==> src/rtl/simd_eq_pkg.sv <==
package simd_eq_pkg;
  localparam int unsigned OP_W = 2;
  localparam logic [OP_W-1:0] OP_EQ = 2'd0;
  localparam logic [OP_W-1:0] OP_GT = 2'd1;
  localparam logic [OP_W-1:0] OP_GE = 2'd2;
endpackage

==> src/rtl/lane_match.sv <==
module lane_match #(
  parameter int unsigned LANES  = 8,
  parameter int unsigned LANE_W = 8,
  localparam int unsigned DATA_W = LANES * LANE_W
) (
  input  logic [DATA_W-1:0] a_i,
  input  logic [DATA_W-1:0] b_i,
  output logic [LANES-1:0]  match_o
);
  for (genvar k = 0; k < LANES; k++) begin : g_lane
    assign match_o[k] = (a_i[k*LANE_W +: LANE_W] == b_i[k*LANE_W +: LANE_W]);
  end
endmodule

==> src/rtl/part_merge.sv <==
module part_merge #(
  parameter int unsigned LANES = 8
) (
  input  logic [LANES-1:0] match_i,
  input  logic [LANES-2:0] gate_i,
  output logic [LANES-1:0] res_o
);
  logic [LANES-1:0] up;

  // upward AND, restarting at each boundary
  always_comb begin
    logic acc;
    acc = 1'b1;
    for (int i = 0; i < LANES; i++) begin
      if (i == 0) acc = match_i[i];
      else if (gate_i[i-1]) acc = match_i[i];
      else acc = acc & match_i[i];
      up[i] = acc;
    end
  end

  // downward broadcast from top lane of each partition
  always_comb begin
    logic carry;
    carry = up[LANES-1];
    res_o[LANES-1] = carry;
    for (int i = LANES - 2; i >= 0; i--) begin
      if (gate_i[i]) carry = up[i];
      res_o[i] = carry;
    end
  end
endmodule

==> src/rtl/simd_eq_cmp.sv <==
module simd_eq_cmp
  import simd_eq_pkg::*;
#(
  parameter int unsigned LANES  = 8,
  parameter int unsigned LANE_W = 8,
  localparam int unsigned DATA_W = LANES * LANE_W
) (
  input  logic [DATA_W-1:0] a_i,
  input  logic [DATA_W-1:0] b_i,
  input  logic [LANES-2:0]  gate_i,
  input  logic [OP_W-1:0]   op_i,
  output logic [LANES-1:0]  eq_o
);
  logic [LANES-1:0] lane_hit;
  logic [LANES-1:0] part_res;

  lane_match #(.LANES(LANES), .LANE_W(LANE_W)) u_match (
    .a_i(a_i), .b_i(b_i), .match_o(lane_hit)
  );

  part_merge #(.LANES(LANES)) u_merge (
    .match_i(lane_hit), .gate_i(gate_i), .res_o(part_res)
  );

  assign eq_o = (op_i == OP_EQ) ? part_res : '0;

  always_comb begin
    for (int i = 0; i < LANES - 1; i++) begin
      if (op_i == OP_EQ && !gate_i[i])
        AST_PART_UNIFORM: assert (eq_o[i] == eq_o[i+1]);
    end
    for (int i = 0; i < LANES; i++)
      AST_HIT_NEEDS_LANE: assert (!eq_o[i] || lane_hit[i]);
    if (op_i == OP_EQ && gate_i == '0)
      AST_FULL_WIDTH: assert (eq_o == {LANES{a_i == b_i}});
    if (op_i == OP_EQ && gate_i == '1)
      AST_PER_LANE: assert (eq_o == lane_hit);
    if (op_i != OP_EQ)
      AST_OP_ZERO: assert (eq_o == '0);
  end
endmodule

==> config.mk <==
export PLATFORM = sky130hd
export DESIGN_NAME = simd_eq_cmp
export DESIGN_NICKNAME = d
export VERILOG_FILES = /design/src/rtl/simd_eq_pkg.sv /design/src/rtl/lane_match.sv /design/src/rtl/part_merge.sv /design/src/rtl/simd_eq_cmp.sv
export SDC_FILE = /design/constraint.sdc
export NUM_CORES = 1
export LEC_CHECK = 0
export BUFFER_PORTS_ARGS = -buffer_cell sky130_fd_sc_hd__buf_2
export CAP_MARGIN = 25
export CORE_MARGIN = 3
export CORE_UTILIZATION = 32
export DETAILED_ROUTE_END_ITERATION = 10
export PLACE_DENSITY = 0.86
export SYNTH_ARGS = -nofsm -noshare
export SYNTH_HDL_FRONTEND = slang
export SYNTH_SLANG_ARGS = --single-unit
export TNS_END_PERCENT = 1
==> constraint.sdc <==
create_clock -name vclk -period 2.1
set_input_delay 0.315 -clock vclk [all_inputs]
set_output_delay 0.315 -clock vclk [all_outputs]
set_load 0.05 [all_outputs]
======== Yosys cells after proc, flatten, opt, wreduce, memory -nomap -nowiden ========
Cells that the tools add are included.
operators by class
  reductions and logical operators ........ 1
  equality and inequality tests ........... 8
  multiplexer cells ....................... 15
  bitwise gates (word level) .............. 7
operators by type and width
  kind               count
  == test 8 bit      8
  two-way mux 1 bit  14
  two-way mux 8 bit  1
  bitwise AND 1 bit  7
  zero test 2 bit    1
storage, ports and cells
  register bits ........................... 0
  bits of input ports ..................... 137

======== Depth between registers and ports, before layout ========
Gate-level depths: netlist of the first run.
  depth after elaboration ................. 23
  depth in mapped cells ................... 6
  gate-level depth less buffers ........... 6

======== Cells and area by module ========
From an unflattened synthesis of the first run, not the netlist that was laid out.
unflattened totals
  cells, all modules ...................... 131
  area, all modules ....................... 1023.5 µm²
modules (own cells, without submodules)
  module       times used  sequential area each (µm²)  area each (µm²)  cells an instance
  lane_match   1           0.0                         690.7            88
  part_merge   1           0.0                         210.2            33
  simd_eq_cmp  1           0.0                         122.6            10

======== Worst setup path before layout of the first run ========
Ideal clock, no wire load.
  path type ............................... in2out
  start point ............................. in b_i[20]
  end point ............................... out eq_o[7]
  required time ........................... 1.785 ns
  stages .................................. 6
  setup slack ............................. -0.352 ns
  arrival time ............................ 2.137 ns
  cells stage by stage .................... xor2_1 nor4_2 nand2_2 o311ai_4 a21oi_2 a21oi_1
on the way
  longest elaborated chain between the ends .. 14
RTL lines
  what                 RTL line           text
  start, declared      simd_eq_cmp.sv:9   input logic [DATA_W-1:0] b_i,
  == test 8 bit *      lane_match.sv:11   assign match_o[k] = (a_i[k*LANE_W +: LANE_W] == b_i[k*LANE_W +: LANE_W]);
  bitwise AND 1 bit    part_merge.sv:17   else acc = acc & match_i[i];
  two-way mux 1 bit *  part_merge.sv:16   else if (gate_i[i-1]) acc = match_i[i];
  bitwise AND 1 bit *  part_merge.sv:17
  two-way mux 1 bit *  part_merge.sv:16
  bitwise AND 1 bit *  part_merge.sv:17
  two-way mux 1 bit *  part_merge.sv:16
  bitwise AND 1 bit *  part_merge.sv:17
  two-way mux 1 bit *  part_merge.sv:16
  bitwise AND 1 bit *  part_merge.sv:17
  two-way mux 1 bit *  part_merge.sv:16
  bitwise AND 1 bit *  part_merge.sv:17
  two-way mux 1 bit *  part_merge.sv:16
  two-way mux 8 bit *  simd_eq_cmp.sv:25  assign eq_o = (op_i == OP_EQ) ? part_res : '0;
  end, declared        simd_eq_cmp.sv:12  output logic [LANES-1:0] eq_o
Mark *: on every way between the ends. The rest lies on a longest branch, timed or not.

======== Final worst setup path of the first run ========
  start point ............................. in b_i[3]
  end point ............................... out eq_o[0]
on the way
  longest elaborated chain between the ends .. 23
RTL lines
  what                             RTL line           text
  == test 8 bit *                  lane_match.sv:11
  bitwise AND 1 bit                part_merge.sv:17
  two-way mux 1 bit                part_merge.sv:16
  bitwise AND 1 bit                part_merge.sv:17
  two-way mux 1 bit                part_merge.sv:16
  bitwise AND 1 bit                part_merge.sv:17
  two-way mux 1 bit                part_merge.sv:16
  bitwise AND 1 bit                part_merge.sv:17
  [2 not listed]                   -
  two-way mux 1 bit                part_merge.sv:16
  bitwise AND 1 bit                part_merge.sv:17
  two-way mux 1 bit                part_merge.sv:16
  bitwise AND 1 bit                part_merge.sv:17
  two-way mux 1 bit                part_merge.sv:16
  two-way mux 1 bit (6 in series)  part_merge.sv:28   if (gate_i[i]) carry = up[i];
  two-way mux 1 bit *              part_merge.sv:28
  two-way mux 8 bit *              simd_eq_cmp.sv:25
Marks and branches as above.

==> results.md, run 1 <==
* First-pass GRT wire length at 5110 um
* Setup crit end kind: output pin
* Synth Instances at 134
* Vias in the first global route at 1,464
* Tmin final at around 2.3 ns
* CP Launch Type: input pin
* CP Data Arrival Time at 1.95 ns
* Antenna fix cells at 0
* Final Cycle Share at 108%
* RSZ-0062 raised after global routing: yes
* WHS at around 1.0 ns
* Fillers at approximately 250
* Power density over cell area at 155 nW/um2
* GP Congestion at 0.790
* Final Util at between 70% and 80%
* Post-synthesis sequential area ratio at 0%
* Mapped Area at 1000 um2
* Initial Util at 34.8%
* Total grt overflow at 0
* Crit Path Class: in -> out
* Area of the multi-input gates at approximately 1100 um2
* WL final at 3720 um
* Final Hold Vio Count at 0
* Area grow syn2layout at 104%
* WL/cell at 11.1 um
* Register area at 0 um2
* Worst setup margin at -0.166 ns
* Clock buffer count at 0
* Max VDD drop at ~0.097 mV
* Syn Area/Cell at ~7.5 um2
* Syn Nets at 271
* LEAKAGE at ~0.0010 uW
* Status: finished, violations left
* Total track usage at 16.7%
* Number of antenna violations at the first check in global routing at 0
* GR Util met1 at 15.3%
* Sequential cells at 0
* F_max at 441 MHz
* TritonRoute pass-1 iters at 4
* Die area at 3840 um2
* Largest net degree at the start of global routing at 6
* Setup WS pre-CTS at -0.295 ns
* Via density per instance at between 4 and 5
* Power Total at 316 uW
* Worst Max-Slew Pin Slew at 0.366 ns
* # Max-Cap Violations at 0
* Failing checks: negative setup slack
* Setup TNS at -0.708 ns
* I/O Pins at 145
* Via Count at 1,581
* Core area at 2880 um2
* DRT iter0 DRCs at 12
* Port buffer count at about 150
* FP Rows at 19
* Die Wd at 61.9 um
* CP required at between 1.5 and 2 ns
* Layout cells sized above 1 at between 60% and 70%
* Yosys Warn Count at 0
* Met2 GRT Util at 38.7%
* Yosys cell types at 24
* GRT met3 Usage at 1.45%
* Die height at 61.9 um
* CP Max Fanout at 4
* GR peak layer: met2
* Worst rel slew slack at roughly 75%
* Hold crit path type: in -> out
* Hold Buf Count CTS at 0
* Endpoints failing setup at 7
* Post-route DRC at 0
* Final #Nets at 433
* HPWL after DPL at 3330 um
* Final Max Slew Viols at 0
* Antenna-violating nets left at 0
==> area by class of cell <==
class / instances / area share [%]
Multi-Input combinational cell: 131 / 53.1
Tap cell: 42 / 2.57
Inverter: 3 / 0.551
Timing Repair Buffer: 160 / 43.8
==> placed cells by master (no fill, tap or decap), types with 5 or more instances in the layout <==
| master | instances |
|---|---|
| a21oi_2 | 5 |
| nand2_1 | 8 |
| nor2_1 | 9 |
| buf_2 | 136 |
| buf_6 | 9 |
| nor4_2 | 6 |
| nand3_1 | 6 |
| xor2_1 | 55 |
| buf_4 | 15 |
| nor4_1 | 8 |
| xnor2_1 | 8 |
==> kinds of logic after synthesis <==
logic type | Yosys count | share of synthesized area (%)
xor gates and xnor gates | 64 | 56.0
AOI/OAI and AO/OA | 20 | 16.0
and+or+nand+nor | 47 | 26.9
buffers and inverters | 3 | 1.12
==> Yosys cell counts (all sizes together) <==
cell     instances  area share, %
a21boi           1           0.75
a21oi            7            4.6
a2bb2oi          1           0.88
a31oi            5            3.1
a41oi            1           0.88
inv              3            1.1
nand2            9            3.6
nand2b           1           0.63
nand3            6            3.0
nand4            3            1.9
nor2            10            3.8
nor2b            1           0.63
nor3             2            1.5
nor4            15             12
o2111ai          1           0.88
o21ai            2            1.0
o311ai           1            2.6
o31ai            1            1.2
xnor2            8            7.0
xor2            56             49
==> per-layer routing <==
metal | up-vias | routed length (um)
met5 | - | 0
met4 | 0 | 20
met3 | 2 | 419
met2 | 90 | 2120
met1 | 691 | 1150
li1 | 798 | -
==> metrics by stage <==
stage               cells  cell area [um2]
floorplan             134             1030
detailed placement    335             1910
global placement      335             1910
finish                336             2040
CTS                   336             2030
global route          336             2040
==> report_power, final <==
group / internal [uW] / total, uW / switching, uW
Combinational: 179 / 316 / 137
Sequential: 0 / 0 / 0
Clock: 0 / 0 / 0
==> final timing paths <==
kind              startpoint      end  depth (start not counted)
setup / recovery      b_i[3]  eq_o[0]                          9
hold / removal     gate_i[5]  eq_o[6]                          4
==> timing repair <==
item                                    CTS  global route
hold endpoints to repair                  0             0
buffers inserted                          1             0
endpoints found under the setup margin    8             8
gates resized for setup                  25             2
pin swaps                                 8             7
==> worst max-delay path, cell delays in order <==
cell     delay (ns)
buf_2          0.11
xor2_2         0.18
nor4_4         0.32
a21oi_2        0.14
buf_4          0.17
o31ai_4        0.29
a41oi_2        0.17
o21ai_2        0.09
buf_6          0.17
No activity file was read; power rests on OpenSTA's default activity.
==> run 2, diff against run 1 <==
SETUP_SLACK_MARGIN = 0.15   (was unset)
TNS_END_PERCENT = 10   (was 1)
==> run 2 against run 1 <==
The flow still finishes with violations (negative setup slack). Critical path depth is the same. Die area is the same. First-iteration DRC count grew to 6.1 times the previous value. Final cell count grew 4.2%. Total power grew 19%.
==> results.md, run 2 (synthesized netlist as in run 1, its figures left out) <==
* Final Cycle Share at 113%
* Sw Share at 45.4%
* Crit-path cells: buf_2 > xor2_1 > nor4_4 > nand2_2 > o311ai_4 > buf_6 > a21oi_4 > a21oi_4 > buf_8
* Tmin final at between 2 and 2.5 ns
* Setup TNS at -1.90 ns
* Total grt overflow at 0
* Power Total at 377 uW
* Most frequent cells in the layout: buf_2 (130), xor2_1 (53), buf_4 (30), buf_6 (12), nor2_1 (9)
* CP Data Arrival Time at 2.07 ns
* Register area at 0 um2
* Hold Path Stages at 4
* GP Congestion at 0.756
* Worst setup margin at -0.280 ns
* Max VDD drop at 0.112 mV
* Commonest non-fill, non-tap cell in the layout: buf_2
* Number of antenna violations at the first check in global routing at 0
* Antenna fix cells at 0
* I/O Pins at 145
* Layout Cells excl Fill at 350
* CP startpoint: b_i[16]
* Worst Max-Slew Pin Slew at 0.526 ns
* Setup crit end kind: output pin
* Psw at approximately 170 uW
* FP Rows at 19
* Placed Cells at between 300 and 400
* Largest net degree at the start of global routing at 10
* CP Launch Type: input pin
* Final Max Slew Viols at 0
* Slowest stage cell, crit path: nor4_4
* HPWL after DPL at 3730 um
* CP required at 1.78 ns
* Clock power share at 0%
* WL final at 5460 um
* Power density over cell area at between 150 and 200 nW/um2
* Endpoints failing setup at 8
* CP Max Fanout at 3
* Hold crit path type: in -> out
* RSZ-0062 raised after global routing: yes
* CP max stage delay at 0.38 ns
* Sequential cells at 0
* Failing checks: negative setup slack
* First-pass GRT wire length at 6480 um
* Final #Nets at between 400 and 500
* Port buffer count at 145
* WL/cell at 15.6 um
* Vias in the first global route at 1,710
* WHS at 1.06 ns
* Layout cells sized above 1 at 66.2%
* Top delay family on crit path: compound AO/OA/AOI/OAI gates
* Post-route DRC at 0
* Antenna-violating nets left at 0
* Via Count at 1,806
* CP Depth at 9
* # Max-Cap Violations at 0
* Die area at 3840 um2
* Sequential power share at 0%
* Int Power at 206 uW
* Worst rel slew slack at 65.0%
* Status: finished, violations left
* Placed Area at 2000 um2
* Crit Path Class: in -> out
* TritonRoute pass-1 iters at 4
* Final Hold Vio Count at 0
* Via density per instance at 5.16
* Cell area after layout at 2280 um2
* Comb power frac at 100.0%
* Initial Util at 34.8%
* Number of buffers and inverters on the critical path at 3
* Area grow syn2layout at 127%
* Die height at approximately 62 um
* Clock buffer count at 0
* Hold Crit Start: gate_i[5]
* DRT iter0 DRCs at 73
* Core area at 2880 um2
* Die Wd at slightly above 60 um
* Cell mode on critical path: a21oi_4
* Total track usage at approximately a fifth
* LEAKAGE at about 0.0011 uW
* F_max at 420 MHz
-- run 2: path summary, 6_finish.rpt --
| path | endpoint | slack [ns] |
|---|---|---|
| max | eq_o[6] | -0.28 |
| min | eq_o[6] | 1.06 |
-- run 2: routing by layer --
layer  up-vias  global-route usage, %  wire, um  share of wire [%]
met1       835                   20.7      1760                 32
met4         0                   3.64       218                4.0
met5         -                      0         0                  0
met2       121                   46.8      2970                 54
li1        826                      -         -                  -
met3        24                   2.48       507                9.3
-- run 2: repair_timing --
action,4_1_cts,5_1_grt
endpoints found under the setup margin,8,8
hold buffers,0,0
pin swaps,11,15
setup buffers,4,5
gates cloned,0,0
gates resized for setup,23,18
-- run 2: metrics by stage --
stage	setup WS, ns	util [%]
2_1_floorplan	-0.0659	-
3_3_place_gp	-0.286	69.6
3_5_place_dp	-0.341	69.6
4_1_cts	-0.239	73.9
5_1_grt	-0.352	79.2
6_report	-0.280	79.2
-- run 2: layout make-up --
type / count / area, um2
inverters: 3 / 11.3
well taps: 42 / 52.6
repair buffers: 174 / 1040
fillers: 194 / 599
multi-input cells: 131 / 1170
-- run 2: power groups by stage --
stage | Combinational (uW) | Clock (uW) | Sequential [uW]
floorplan | 123 | 0 | 0
global placement | 303 | 0 | 0
detailed placement | 315 | 0 | 0
CTS | 330 | 0 | 0
global route | 406 | 0 | 0
finish | 377 | 0 | 0
